<file path="config.mk">
export PLATFORM = sky130hd
export DESIGN_NAME = rtc_cal
export DESIGN_NICKNAME = d
export VERILOG_FILES = /design/src/rtl/rtc_cal_pkg.sv /design/src/rtl/rtc_cal_ctrl.sv /design/src/rtl/rtc_cal_dp.sv /design/src/rtl/rtc_cal.sv
export SDC_FILE = /design/constraint.sdc
export NUM_CORES = 1
export LEC_CHECK = 0
export ABC_AREA = 1
export BUFFER_PORTS_ARGS = -buffer_cell sky130_fd_sc_hd__buf_2
export CORE_AREA = 2 2 121 182
export CTS_CLUSTER_SIZE = 40
export DETAILED_ROUTE_END_ITERATION = 8
export DIE_AREA = 0 0 123 184
export PLACE_DENSITY = 0.66
export SYNTH_ARGS = -nofsm -noshare
export SYNTH_HDL_FRONTEND = slang
export SYNTH_SLANG_ARGS = --single-unit
export TNS_END_PERCENT = 50
</file>
<file path="constraint.sdc">
create_clock -name clk -period 4 [get_ports clk]
set_input_delay 0.4 -clock clk [delete_from_list [all_inputs] [get_ports clk]]
set_output_delay 0.4 -clock clk [all_outputs]
set_load 0.02 [all_outputs]
</file>
<file path="src/rtl/rtc_cal_pkg.sv">
`timescale 1ns/1ps
package rtc_cal_pkg;
  localparam int FIELDS = 8;
  localparam int IDX_W  = $clog2(FIELDS);
  // field index = low offset bits inside the clock bank
  localparam int F_CEN  = 0;
  localparam int F_SEC  = 1;
  localparam int F_MIN  = 2;
  localparam int F_HR   = 3;
  localparam int F_DOW  = 4;
  localparam int F_DATE = 5;
  localparam int F_MON  = 6;
  localparam int F_YR   = 7;

  typedef logic [7:0] bcd8_t;
  typedef logic [FIELDS-1:0][7:0] calRegs_t;

  typedef struct packed {
    logic              secTick;
    logic              commit;
    logic              track;
    logic [FIELDS-1:0] fieldWr;
    logic [7:0]        wrByte;
  } calStrobe_t;

  // {yr, mon, date, dow, hr, min, sec, cen}
  localparam calRegs_t CAL_RESET = 64'h00_01_01_01_00_00_00_20;

  function automatic bcd8_t fieldMask(input int idx);
    case (idx)
      F_CEN:  return 8'h3F;
      F_SEC:  return 8'h7F;
      F_MIN:  return 8'h7F;
      F_HR:   return 8'h3F;
      F_DOW:  return 8'h07;
      F_DATE: return 8'h3F;
      F_MON:  return 8'h1F;
      default: return 8'hFF;
    endcase
  endfunction

  function automatic bcd8_t bcdInc(input bcd8_t v);
    if (v[3:0] == 4'd9) return {v[7:4] + 4'd1, 4'd0};
    return {v[7:4], v[3:0] + 4'd1};
  endfunction

  function automatic logic isLeap(input bcd8_t yr);
    if (yr[4]) return (yr[3:0] == 4'd2) || (yr[3:0] == 4'd6);
    return (yr[3:0] == 4'd0) || (yr[3:0] == 4'd4) || (yr[3:0] == 4'd8);
  endfunction

  function automatic bcd8_t monthDays(input bcd8_t mon, input bcd8_t yr);
    case (mon)
      8'h02: return isLeap(yr) ? 8'h29 : 8'h28;
      8'h04, 8'h06, 8'h09, 8'h11: return 8'h30;
      default: return 8'h31;
    endcase
  endfunction

  function automatic calRegs_t calAdvance(input calRegs_t t);
    calRegs_t r;
    r = t;
    if (t[F_SEC] != 8'h59) r[F_SEC] = bcdInc(t[F_SEC]);
    else begin
      r[F_SEC] = 8'h00;
      if (t[F_MIN] != 8'h59) r[F_MIN] = bcdInc(t[F_MIN]);
      else begin
        r[F_MIN] = 8'h00;
        if (t[F_HR] != 8'h23) r[F_HR] = bcdInc(t[F_HR]);
        else begin
          r[F_HR]  = 8'h00;
          r[F_DOW] = (t[F_DOW] == 8'h07) ? 8'h01 : bcdInc(t[F_DOW]);
          if (t[F_DATE] != monthDays(t[F_MON], t[F_YR])) r[F_DATE] = bcdInc(t[F_DATE]);
          else begin
            r[F_DATE] = 8'h01;
            if (t[F_MON] != 8'h12) r[F_MON] = bcdInc(t[F_MON]);
            else begin
              r[F_MON] = 8'h01;
              if (t[F_YR] != 8'h99) r[F_YR] = bcdInc(t[F_YR]);
              else begin
                r[F_YR]  = 8'h00;
                r[F_CEN] = (t[F_CEN] == 8'h39) ? 8'h00 : bcdInc(t[F_CEN]);
              end
            end
          end
        end
      end
    end
    return r;
  endfunction
endpackage

</file>
<file path="src/rtl/rtc_cal_ctrl.sv">
`timescale 1ns/1ps
module rtc_cal_ctrl
  import rtc_cal_pkg::*;
#(
  parameter int TICKS_PER_SEC = 32768,
  parameter int ADDR_W        = 4
) (
  input  logic              clk,
  input  logic              rstN,
  input  logic              tickEn,
  input  logic              regWr,
  input  logic [ADDR_W-1:0] regAddr,
  input  logic [7:0]        wrData,
  input  calRegs_t          extRegs,
  output logic [7:0]        rdData,
  output calStrobe_t        strobes,
  output logic              wBit,
  output logic              rBit,
  output logic              oscStop
);
  localparam int CNT_W = $clog2(TICKS_PER_SEC);
  localparam logic [CNT_W-1:0] CNT_LAST = CNT_W'(TICKS_PER_SEC - 1);

  logic [CNT_W-1:0] preCnt;
  logic             bankHit;
  logic [IDX_W-1:0] fieldIdx;
  logic             ctlWr;
  logic             secWr;
  logic             tickLive;

  assign bankHit  = &regAddr[ADDR_W-1:IDX_W];
  assign fieldIdx = regAddr[IDX_W-1:0];
  assign ctlWr    = regWr && bankHit && (fieldIdx == IDX_W'(F_CEN));
  assign secWr    = regWr && bankHit && (fieldIdx == IDX_W'(F_SEC));
  assign tickLive = tickEn && !oscStop;

  always_comb begin
    strobes         = '0;
    strobes.wrByte  = wrData;
    strobes.track   = !wBit && !rBit;
    strobes.commit  = ctlWr && wBit && !wrData[7];
    strobes.secTick = tickLive && (preCnt == CNT_LAST);
    for (int i = 0; i < FIELDS; i++) begin
      if (regWr && bankHit && (fieldIdx == IDX_W'(i))) begin
        // century lands only with load set in the same byte; time fields need load already set
        if (i == F_CEN) strobes.fieldWr[i] = wrData[7];
        else            strobes.fieldWr[i] = wBit;
      end
    end
  end

  always_ff @(posedge clk or negedge rstN) begin
    if (!rstN) begin
      wBit    <= 1'b0;
      rBit    <= 1'b0;
      oscStop <= 1'b1;
    end else begin
      if (ctlWr) begin
        wBit <= wrData[7];
        rBit <= wrData[6];
      end
      if (secWr) oscStop <= wrData[7];
    end
  end

  always_ff @(posedge clk or negedge rstN) begin
    if (!rstN)               preCnt <= '0;
    else if (strobes.commit) preCnt <= '0;
    else if (tickLive)       preCnt <= (preCnt == CNT_LAST) ? '0 : preCnt + 1'b1;
  end

  always_comb begin
    rdData = 8'h00;
    if (bankHit) begin
      if (fieldIdx == IDX_W'(F_CEN))      rdData = {wBit, rBit, 6'b0} | extRegs[F_CEN];
      else if (fieldIdx == IDX_W'(F_SEC)) rdData = {oscStop, 7'b0} | extRegs[F_SEC];
      else                                rdData = extRegs[fieldIdx];
    end
  end
endmodule

</file>
<file path="src/rtl/rtc_cal_dp.sv">
`timescale 1ns/1ps
module rtc_cal_dp
  import rtc_cal_pkg::*;
(
  input  logic       clk,
  input  logic       rstN,
  input  calStrobe_t strobes,
  output calRegs_t   intRegs,
  output calRegs_t   extRegs
);
  calRegs_t intNext;

  always_comb begin
    if (strobes.commit)       intNext = extRegs;
    else if (strobes.secTick) intNext = calAdvance(intRegs);
    else                      intNext = intRegs;
  end

  always_ff @(posedge clk or negedge rstN) begin
    if (!rstN) intRegs <= CAL_RESET;
    else       intRegs <= intNext;
  end

  for (genvar g = 0; g < FIELDS; g++) begin : gExt
    bcd8_t extQ;
    always_ff @(posedge clk or negedge rstN) begin
      if (!rstN)                   extQ <= CAL_RESET[g];
      else if (strobes.fieldWr[g]) extQ <= strobes.wrByte & fieldMask(g);
      else if (strobes.track)      extQ <= intNext[g];
    end
    assign extRegs[g] = extQ;
  end
endmodule

</file>
<file path="src/rtl/rtc_cal.sv">
`timescale 1ns/1ps
module rtc_cal
  import rtc_cal_pkg::*;
#(
  parameter int TICKS_PER_SEC = 32768,
  parameter int ADDR_W        = 4
) (
  input  logic              clk,
  input  logic              rstN,
  input  logic              tickEn,
  input  logic              regWr,
  input  logic [ADDR_W-1:0] regAddr,
  input  logic [7:0]        wrData,
  output logic [7:0]        rdData
);
  calStrobe_t strobes;
  calRegs_t   intRegs;
  calRegs_t   extRegs;
  logic       wBit;
  logic       rBit;
  logic       oscStop;

  rtc_cal_ctrl #(.TICKS_PER_SEC(TICKS_PER_SEC), .ADDR_W(ADDR_W)) ctrl (
    .clk(clk), .rstN(rstN), .tickEn(tickEn), .regWr(regWr), .regAddr(regAddr),
    .wrData(wrData), .extRegs(extRegs), .rdData(rdData), .strobes(strobes),
    .wBit(wBit), .rBit(rBit), .oscStop(oscStop)
  );

  rtc_cal_dp dp (
    .clk(clk), .rstN(rstN), .strobes(strobes), .intRegs(intRegs), .extRegs(extRegs)
  );
endmodule

</file>
==> summary.txt, run 1 <==
Setup path
  – Slowest-stage cell, CP: nor2_1
  – Critical path type: input pin to primary output
  – CP required: 3.60 ns
  – Crit-path cells: buf_2 -> inv_2 -> nor2_1 -> inv_2 -> o21ai_0 -> o211ai_1 -> a211oi_1 -> buf_2
  – Crit end category: primary output
  – CP Launch Type: input pin
  – Crit path from: regAddr[1]
  – Crit-path max FO: 11
  – CP arrival: 2.44 ns
  – Flop2flop setup slack: 1.31 ns
  – Reg2reg path depth: 16
  – Slowest stage delay, CP: 0.53 ns
  – FF-to-FF Start: dp.intRegs[53]
  – Critical Path Sink: rdData[2]
  – Worst flop-to-flop path endpoint: dp.gExt[6].extQ[0]

Place
  – Dpl cells: 1468
  – Port Buffers: 23
  – Global placer's final weighted congestion: 0.9455
  – Dpl cell area: 0.009364 mm^2
  – HPWL after DPL: 19640 um

Status
  – Status: finished clean

Synthesis
  – Synth area leader: dfrtp_1
  – Synth top area share: 0.3831
  – Leading post-synthesis cells by cell area: dfrtp_1, nand2_1, inv_1
  – Post-synth EDFFs: 0
  – Post-Syn Nets: 1239
  – Mean post-synth cell area: 7.488 um^2
  – Netlist cell types: 50
  – Most numerous cell in the Yosys netlist: nand2_1
  – Synth cell count leaders: nand2_1, inv_1, dfrtp_1
  – Syn Std Cell Area: 0.008949 mm^2
  – Yosys warns: 0
  – Register area share after synthesis: 0.4095
  – Async set or reset register ratio after synthesis: 1.000
  – Register bit total from synthesis: 146
  – Post-synthesis cell count: 1195
  – Main synth FF type: dfrtp_1

Clocking
  – CTS tree: yes
  – Setup repair bufs after CTS: 0
  – Clk buf depth: 2
  – Total number of H-tree levels: 4
  – CTS Root Cell: clkbuf_16
  – Worst skew pair latency: 0.42 ns
  – CTS Buf Count: 17
  – Clock sinks: 146
  – Hold buffer count at CTS: 0
  – Post-CTS Resized: 0
  – Worst-path clk slew: 0.06 ns

Floorplan
  – Initial Utilization: 0.4265
  – I/O pins: 24
  – Die Y: 184 um
  – Die Span X: 123 um
  – Core ar.: 0.02098 mm^2
  – Row count: 65
  – Die ar.: 0.02263 mm^2

Cells and area
  – Area growth, synth to finish: 11.07%
  – ANT cells: 0
  – Total Nets Final: 1263
  – Non-Filler Instances: 1500
  – Post-Layout Inst Area: 0.009940 mm^2
  – Ratio of cells with drive above 1 in the final layout: 0.1088
  – FILL cells: 2086

GRT
  – Remaining Overflow, GRT: 0
  – Gr usage total: 0.2425
  – Global-route wire length before repair: 42170 um
  – Largest net degree at the start of global routing: 88
  – Vias in the first global route: 8120
  – Initial antenna violation count: 0

Detailed routing
  – First drt pass iteration count: 5
  – Routed via count: 8352
  – Final wirelength: 26190 um
  – Final ANT Viol Nets: 0
  – Iter 0 DRT Violations: 532
  – Drc violations: 0
  – Wirelength per Cell: 17.46 um
  – Vias/cell: 5.568

Timing
  – Tcrit/Tclk final: 0.7104
  – Slew @ Worst Pin: 0.9747 ns
  – Setup TNS: 0 ns
  – RSZ-0062 raised after global routing: no
  – Rel. slew slack: 0.3492
  – Final Slew Violations: 0
  – Fmax: 351.9 MHz
  – Final Hold Fails: 0
  – Final worst hold slack: 0.05405 ns
  – Setup violators final: 0
  – Fin crit period: 2.842 ns
  – Clock skew: 0.01053 ns

Flow run
  – Max-Cap Viols: 0

Pwr
  – Power Total: 5281 uW
  – Leak Pwr: 0.004844 uW
  – P per Cell Area: 531.3 mW/mm^2
  – Peak supply drop: 0.0003592 V

Hold path
  – Hold Path Class: input pin to async pin
==> state kept, by name, summed over array words and instances (netlist names) <==
name / cells
dp.intRegs: 64
ctrl.rBit: 1
ctrl.oscStop: 1
ctrl.preCnt: 15
ctrl.wBit: 1
dp.gExt.extQ: 64
==> critical path, delay by kind of cell <==
family / cells / cell delay, ns
AO/OA/AOI/OAI: 3 / 0.76
buffers and inverters: 4 / 0.75
AND/OR/NAND/NOR: 1 / 0.53
==> routing by layer <==
metal,up-vias,part of all wire,global-route usage
li1,4002,-,-
met1,3998,0.40,0.2930
met2,285,0.52,0.4250
met3,67,0.049,0.02730
met4,0,0.039,0.1145
met5,-,0,0
==> worst min path at each step <==
stage                                     to  slack [ns]               start  depth (start not counted)
final                         dp.intRegs[23]        0.05                rstN                          1
after global routing          dp.intRegs[23]        0.13                rstN                          1
after CTS                     dp.intRegs[23]        0.09                rstN                          1
after detailed placement  dp.gExt[5].extQ[7]        0.47  dp.gExt[5].extQ[7]                          2
after global placement    dp.gExt[4].extQ[5]        0.46  dp.gExt[4].extQ[5]                          2
after floorplan               ctrl.preCnt[0]        0.10                rstN                          0
==> power by group <==
group / internal, uW / switching [uW] / total (uW)
clock: 948 / 622 / 1570
combinational: 488 / 960 / 1450
sequential: 1890 / 369 / 2260
==> layout by cell type, fill, tap and decap left out, types with 3 or more instances in the layout <==
master	count
a211oi_1	12
clkbuf_16	17
dfstp_2	9
o221ai_1	17
nor2_1	75
nor2_4	6
nor3_4	3
nand3_2	3
nand4_1	21
buf_2	22
o211ai_1	21
inv_1	168
a31oi_1	8
nor2_2	10
nor2_8	3
o21ai_2	8
nand2_2	5
dfrtp_1	137
a221oi_1	6
or2_2	4
nand2_1	333
o21ai_0	61
o21ai_1	33
clkbuf_1	3
clkinv_4	4
o22ai_1	20
clkinv_2	5
nand3_1	80
ha_1	28
a21oi_1	28
buf_4	6
inv_2	16
xor2_1	9
o21bai_1	5
nor3_1	16
==> cells by family (layout without fill, tap and decap cells) <==
kind of cell,Yosys count,after routing,synth area share
simple gates,571,571,0.2896
xor+xnor,11,11,0.01077
compound gates,228,228,0.1591
buf+inv,211,248,0.09186
flops,146,146,0.4095
fa+ha+maj,28,28,0.03915
==> layout make-up <==
type | count | area (um^2) | share of cell area
multi-input cells | 838 | 4474 | 0.4502
flip-flops and latches | 146 | 3665 | 0.3687
inverters | 186 | 703.2 | 0.07075
clock buffers | 22 | 464.2 | 0.04670
well taps | 268 | 335.3 | 0.03374
repair buffers | 30 | 186.4 | 0.01876
clock inverters | 10 | 111.4 | 0.01120
==> per-stage QoR <==
stage,setup slack (ns),util
floorplan,1.631,-
global placement,1.224,0.4463
detailed placement,1.238,0.4463
CTS,1.225,0.4737
global route,1.091,0.4737
finish,1.158,0.4737
Power figures use the tool's default switching activity.
==> run 2: changes to the inputs <==
--- a/config.mk
+++ b/config.mk
@@ -11,7 +11,7 @@
 export CTS_CLUSTER_SIZE = 40
 export DETAILED_ROUTE_END_ITERATION = 8
 export DIE_AREA = 0 0 123 184
-export PLACE_DENSITY = 0.66
+export PLACE_DENSITY = 0.68
 export SYNTH_ARGS = -nofsm -noshare
 export SYNTH_HDL_FRONTEND = slang
 export SYNTH_SLANG_ARGS = --single-unit
==> constraint.sdc (replaced) <==
create_clock -name clk -period 2.55 [get_ports clk]
set_input_delay 0.255 -clock clk [delete_from_list [all_inputs] [get_ports clk]]
set_output_delay 0.255 -clock clk [all_outputs]
set_load 0.02 [all_outputs]
==> summary.txt, run 2 (synthesis gave the netlist of run 1 again) <==
Floorplan
  – Core ar.: 0.02098 mm^2
  – Die Y: 184 um
  – Die Span X: 123 um
  – Row count: 65
  – Initial Utilization: 0.4265
  – I/O pins: 24
  – Die ar.: 0.02263 mm^2

Setup path
  – Dominant cell type by count on the critical path: nand2_1
  – CP required: 2.86 ns
  – Critical path type: flop to flop
  – Slowest stage delay, CP: 0.38 ns
  – Flop2flop setup slack: 0.18 ns
  – Buffers & Inverters on Critical Path: 2
  – Crit-path max FO: 8
  – CP arrival: 2.68 ns
  – Slowest-stage cell, CP: dfrtp_1
  – CP delay by family, top: simple AND/OR/NAND/NOR gates
  – Crit end category: flop
  – Crit-path cells: ha_1 -> nand2_1 -> nor2_1 -> buf_4 -> nand3_4 -> nor2_4 -> nand4_4 -> nor2_8 -> inv_2 -> nor2_2 -> nand2_1 -> nand2_1 -> nand3_1 -> o211ai_1 -> nand2_1
  – CP Launch Type: flop

Hold path
  – Hold Path Class: input pin to flop

GRT
  – Gr usage total: 0.2475
  – Global-route wire length before repair: 42900 um
  – Remaining Overflow, GRT: 0
  – Vias in the first global route: 8385
  – Largest net degree at the start of global routing: 61
  – Initial antenna violation count: 0

Clocking
  – Clock sinks: 146
  – Worst skew pair latency: 0.43 ns
  – CTS tree: yes
  – CTS Root Cell: clkbuf_16
  – Clk buf depth: 2
  – Total number of H-tree levels: 4
  – Worst-path clk slew: 0.06 ns
  – CTS Buf Count: 17
  – Setup repair bufs after CTS: 0

Status
  – Status: finished clean

Cells and area
  – Biggest regs: dp.gExt.extQ (64), dp.intRegs (64), ctrl.preCnt (15)
  – Ratio of cells with drive above 1 in the final layout: 0.1305
  – Area growth, synth to finish: 14.74%
  – Total Nets Final: 1288
  – Layout Utilization: 0.4893
  – FILL cells: 2062
  – Most common cell after layout, fill and taps aside: nand2_1
  – Most frequent cells in the layout: nand2_1, inv_1, dfrtp_1, nand3_1, nor2_1
  – ANT cells: 0
  – Non-Filler Instances: 1525

Timing
  – Setup TNS: 0 ns
  – Setup violators final: 0
  – Rel. slew slack: 0.6180
  – Clock skew: 0.009219 ns
  – Fmax: 422.0 MHz
  – Final Slew Violations: 0
  – Final Hold Fails: 0
  – Fin crit period: 2.370 ns
  – Tcrit/Tclk final: 0.9292
  – RSZ-0062 raised after global routing: yes
  – Slew @ Worst Pin: 0.5731 ns

Detailed routing
  – Wirelength per Cell: 17.58 um
  – Routed via count: 8350
  – Vias/cell: 5.475
  – First drt pass iteration count: 5
  – Iter 0 DRT Violations: 572
  – Final ANT Viol Nets: 0
  – Final wirelength: 26810 um
  – Drc violations: 0

Place
  – Global placer's final weighted congestion: 0.8843
  – Dpl cells: 1492
  – HPWL after DPL: 20200 um
  – Port Buffers: 23

Flow run
  – Max-Cap Viols: 0

Pwr
  – P per Cell Area: 841.7 mW/mm^2
  – Leak Pwr: 0.004996 uW
  – Peak supply drop: 0.0007122 V
## run 2: changes by cell type in the layout (fill, tap and decap cells not counted), sizes merged
| cell | previous run | this run |
|---|---|---|
| buf | 30 | 54 |
| clkinv | 10 | 4 |
| clkinvlp | 0 | 4 |
| bufinv | 2 | 5 |
| clkbuf | 22 | 19 |
| inv | 184 | 186 |
| dlygate4sd3 | 0 | 1 |
## run 2: stage by stage
stage                     cell area (um^2)  hold slack, ns  total power (uW)  setup slack [ns]
final                                10270          0.1102              8642            0.1804
after detailed placement              9582          0.2750              5865            0.1673
after floorplan                       8949        -0.04059              5010            0.4710
after CTS                            10230         0.08663              8631            0.1501
after global placement                9582          0.2734              5815            0.1954
after global routing                 10270          0.1147              9120          -0.01832
## run 2: cell type report
cell class	count	area, um^2	area share
clock buffer	19	432.9	0.04216
inverter	186	703.2	0.06849
clock inverter	13	207.7	0.02023
sequential	146	3665	0.3569
timing repair buffer	55	414.1	0.04034
tap	268	335.3	0.03266
multi-input combinational	838	4509	0.4392
## run 2: repair_timing
item / in CTS / in global routing
endpoints found under the setup margin: 0 / 24
endpoints found under the hold margin: 52 / 0
hold buffers: 1 / 0
resized for setup: 0 / 8
## run 2: report_power, final
part           internal, uW  total, uW  leakage (uW)  switching, uW
registers              2970       3540       0.00182            570
clock network          1740       2750      0.000300           1010
logic                   802       2350       0.00287           1550
total                  5510       8640       0.00500           3130
## run 2: metal layers
| layer | routed length [um] | global-route usage | vias up |
|---|---|---|---|
| met4 | 1667 | 0.1477 | 0 |
| met1 | 10310 | 0.2863 | 3934 |
| li1 | - | - | 4047 |
| met2 | 13500 | 0.4318 | 283 |
| met3 | 1335 | 0.02916 | 86 |
| met5 | 0 | 0 | - |
## run 2: tightest hold or removal path: stages
cell     delay, ns
buf_2         0.12
nand2_1       0.06
nand3_1       0.07
## run 2: worst paths after layout
path / startpoint / endpoint / cells past startpoint
setup / recovery: ctrl.preCnt[0] / dp.gExt[0].extQ[1] / 15
hold / removal: wrData[4] / dp.gExt[5].extQ[4] / 3
setup reg to reg: ctrl.preCnt[0] / dp.gExt[0].extQ[1] / 15
hold reg to reg: dp.gExt[4].extQ[6] / dp.gExt[4].extQ[6] / 2
max in group asynchronous: rstN / dp.gExt[4].extQ[0] / 3
min in group asynchronous: rstN / dp.intRegs[23] / 2
==> run 3: changes to the inputs <==
--- a/config.mk
+++ b/config.mk
@@ -7,12 +7,13 @@
 export LEC_CHECK = 0
 export ABC_AREA = 1
 export BUFFER_PORTS_ARGS = -buffer_cell sky130_fd_sc_hd__buf_2
-export CORE_AREA = 2 2 121 182
+export CORE_AREA = 2 2 124 186
 export CTS_CLUSTER_SIZE = 40
 export DETAILED_ROUTE_END_ITERATION = 8
-export DIE_AREA = 0 0 123 184
+export DIE_AREA = 0 0 126 188
 export PLACE_DENSITY = 0.68
 export SYNTH_ARGS = -nofsm -noshare
 export SYNTH_HDL_FRONTEND = slang
+export SYNTH_HIERARCHICAL = 1
 export SYNTH_SLANG_ARGS = --single-unit
 export TNS_END_PERCENT = 50
==> summary.txt, run 3 <==
Status
  – Status: finished clean

Setup path
  – Dominant cell type by count on the critical path: o21ai_1
  – CP Launch Type: flop
  – Crit-path cells: ha_4 -> nand3_4 -> nor2_4 -> nand2_2 -> nor4_4 -> inv_2 -> nor2_4 -> nand2_2 -> inv_4 -> nand3_4 -> inv_8 -> buf_12 -> o22ai_4 -> o211ai_1 -> o21ai_1 -> o21ai_1 -> o21ai_1
  – Crit path from: ctrl/preCnt[1]
  – Slowest stage delay, CP: 0.40 ns
  – CP arrival: 2.84 ns
  – Worst flop-to-flop path endpoint: dp/gExt[3].extQ[5]
  – CP required: 2.87 ns
  – Reg2reg path depth: 17
  – Critical Path Sink: dp/gExt[3].extQ[5]
  – FF-to-FF Start: ctrl/preCnt[1]
  – Slowest-stage cell, CP: dfrtp_1
  – Flop2flop setup slack: 0.04 ns
  – Crit end category: flop
  – Critical path type: flop to flop
  – Crit-path max FO: 6

Detailed routing
  – WL met2: 14870 um
  – Vias/cell: 5.509
  – Drc violations: 0
  – First drt pass iteration count: 5
  – Routed wl met3: 1463 um
  – Highest metal used: met4
  – M1 WL: 11030 um
  – Final ANT Viol Nets: 0
  – Routed via count: 8991
  – Iter 0 DRT Violations: 577
  – Final wirelength: 29470 um
  – Wirelength per Cell: 18.06 um

Clocking
  – Worst skew pair latency: 0.44 ns
  – Worst-path clk slew: 0.06 ns
  – Clock sinks: 146
  – CTS tree: yes
  – Total number of H-tree levels: 4
  – Clk buf depth: 2
  – CTS Buf Count: 17
  – CTS Root Cell: clkbuf_16

Pwr
  – Clock power frac: 0.365
  – Combinational Power Share: 0.227
  – Sw power: 2484 uW
  – Peak supply drop: 0.0004548 V
  – P per Cell Area: 685.6 mW/mm^2
  – Leak Pwr: 0.005474 uW
  – Design internal power: 5087 uW
  – Sw frac: 0.3281
  – Reg power frac: 0.408

GRT
  – Remaining Overflow, GRT: 0
  – Initial antenna violation count: 0
  – Global-route wire length before repair: 47040 um
  – Gr usage total: 0.2536
  – Largest net degree at the start of global routing: 63
  – Vias in the first global route: 9032

Synthesis
  – Register bit total from synthesis: 146
  – Synth cell count leaders: nand2_1, inv_1, dfrtp_1
  – Post-synth EDFFs: 0
  – Yosys warns: 6
  – Main synth FF type: dfrtp_1
  – Register area share after synthesis: 0.3945
  – Syn Std Cell Area: 0.009290 mm^2
  – Leading post-synthesis cells by cell area: dfrtp_1, nand2_1, inv_1
  – Async set or reset register ratio after synthesis: 1.000
  – Most numerous cell in the Yosys netlist: nand2_1
  – Synth top area share: 0.3690
  – Netlist cell types: 57
  – Mean post-synth cell area: 7.332 um^2
  – Post-Syn Nets: 1311
  – Post-synthesis cell count: 1267
  – Synth area leader: dfrtp_1

Timing
  – Fin crit period: 2.513 ns
  – Setup violators final: 0
  – Tcrit/Tclk final: 0.9856
  – Final setup margin: 0.03671 ns
  – Slew @ Worst Pin: 0.8932 ns
  – Setup TNS: 0 ns
  – Clock skew: 0.008393 ns
  – Final Slew Violations: 0
  – Final Hold Fails: 0
  – RSZ-0062 raised after global routing: yes
  – Rel. slew slack: 0.4023
  – Fmax: 397.9 MHz

Floorplan
  – Row count: 67
  – I/O pins: 24
  – Initial Utilization: 0.4198
  – Die ar.: 0.02369 mm^2
  – Core ar.: 0.02213 mm^2
  – Die Span X: 126 um
  – Die Y: 188 um

Cells and area
  – Ratio of cells with drive above 1 in the final layout: 0.1770
  – Biggest regs: dp/gExt.extQ (64), dp/intRegs (64), ctrl/preCnt (15)
  – Most frequent cells in the layout: nand2_1, inv_1, dfrtp_1, nor2_1, nand3_1
  – Total Nets Final: 1387
  – Layout Utilization: 0.4989
  – ANT cells: 0
  – Register area: 0.003666 mm^2
  – Area growth, synth to finish: 18.85%
  – Area of the multi-input gates: 0.004918 mm^2
  – Most common cell after layout, fill and taps aside: nand2_1
  – FILL cells: 2157

Place
  – HPWL after DPL: 21970 um
  – Port Buffers: 23
  – Pre-CTS WS: -0.07584 ns
  – Global placer's final weighted congestion: 0.9848

Hold path
  – Hold Path Class: input pin to flop

Flow run
  – Max-Cap Viols: 0
[run 3: cell types whose count changed after synthesis, sizes merged, moves of 15 or more]
cell | before | now
a21oi | 28 | 68
a22oi | 0 | 21
nor2 | 94 | 114
inv | 184 | 167
o22ai | 22 | 5
nand3 | 85 | 100
[run 3: metrics by stage]
stage	power, uW	hold slack, ns	instances	cell area, um^2
final	7570	0.1361	1632	11040
after global routing	7987	0.1269	1632	11040
after CTS	7561	0.1183	1620	10780
after detailed placement	4776	0.2354	1587	10120
after global placement	4723	0.2300	1587	10120
after floorplan	4120	-0.04059	1267	9369
[run 3: routing by layer]
layer,global-route usage,up-vias
met4,0.1792,0
met3,0.03595,109
met1,0.2810,4222
li1,-,4322
met5,0,-
met2,0.4417,338
[run 3: how the worst min path moves through the flow]
stage,start,endpoint,depth (start not counted)
after global placement,rstN,dp/intRegs[55],1
after CTS,wrData[5],dp/gExt[7].extQ[5],3
after detailed placement,rstN,dp/intRegs[55],1
final,wrData[5],dp/gExt[7].extQ[5],3
after floorplan,rstN,ctrl/preCnt[0],0
after global routing,wrData[5],dp/gExt[7].extQ[5],3
[run 3: area by class of cell]
type / instances / area share
inverter: 170 / 0.05892
sequential: 146 / 0.3320
tap: 276 / 0.03127
clock buffer: 23 / 0.04510
multi-input combinational: 906 / 0.4454
timing repair buffer: 102 / 0.07365
clock inverter: 9 / 0.01360
[run 3: kinds of logic after synthesis]
group           share of synthesized area
simple gates                       0.2994
mux                              0.001212
fa+ha+maj                         0.03771
xor+xnor                          0.01886
compound gates                     0.1500
buf+inv                           0.09832
flops                              0.3945
[run 3: power groups by stage]
stage / clock (uW) / sequential, uW / combinational [uW]
finish: 2760 / 3090 / 1720
global route: 2910 / 3130 / 1950
CTS: 2810 / 3080 / 1670
detailed placement: 0 / 3120 / 1660
global placement: 0 / 3110 / 1620
floorplan: 0 / 3000 / 1120
[run 3: repair_timing]
action	in CTS	in global routing
cloned	0	1
endpoints found under the hold margin	43	0
buffers inserted	0	11
pin swaps	1	16
gates resized for setup	0	45
hold buffers	1	0
endpoints found under the setup margin	32	62
[run 3: critical path, delay by kind of cell (launching register included)]
family,cells,cell delay [ns]
AOI/OAI and AO/OA,5,0.54
adders and majority gates,1,0.16
buffers and inverters,4,0.45
DFF,1,0.40
and+or+nand+nor,7,0.82
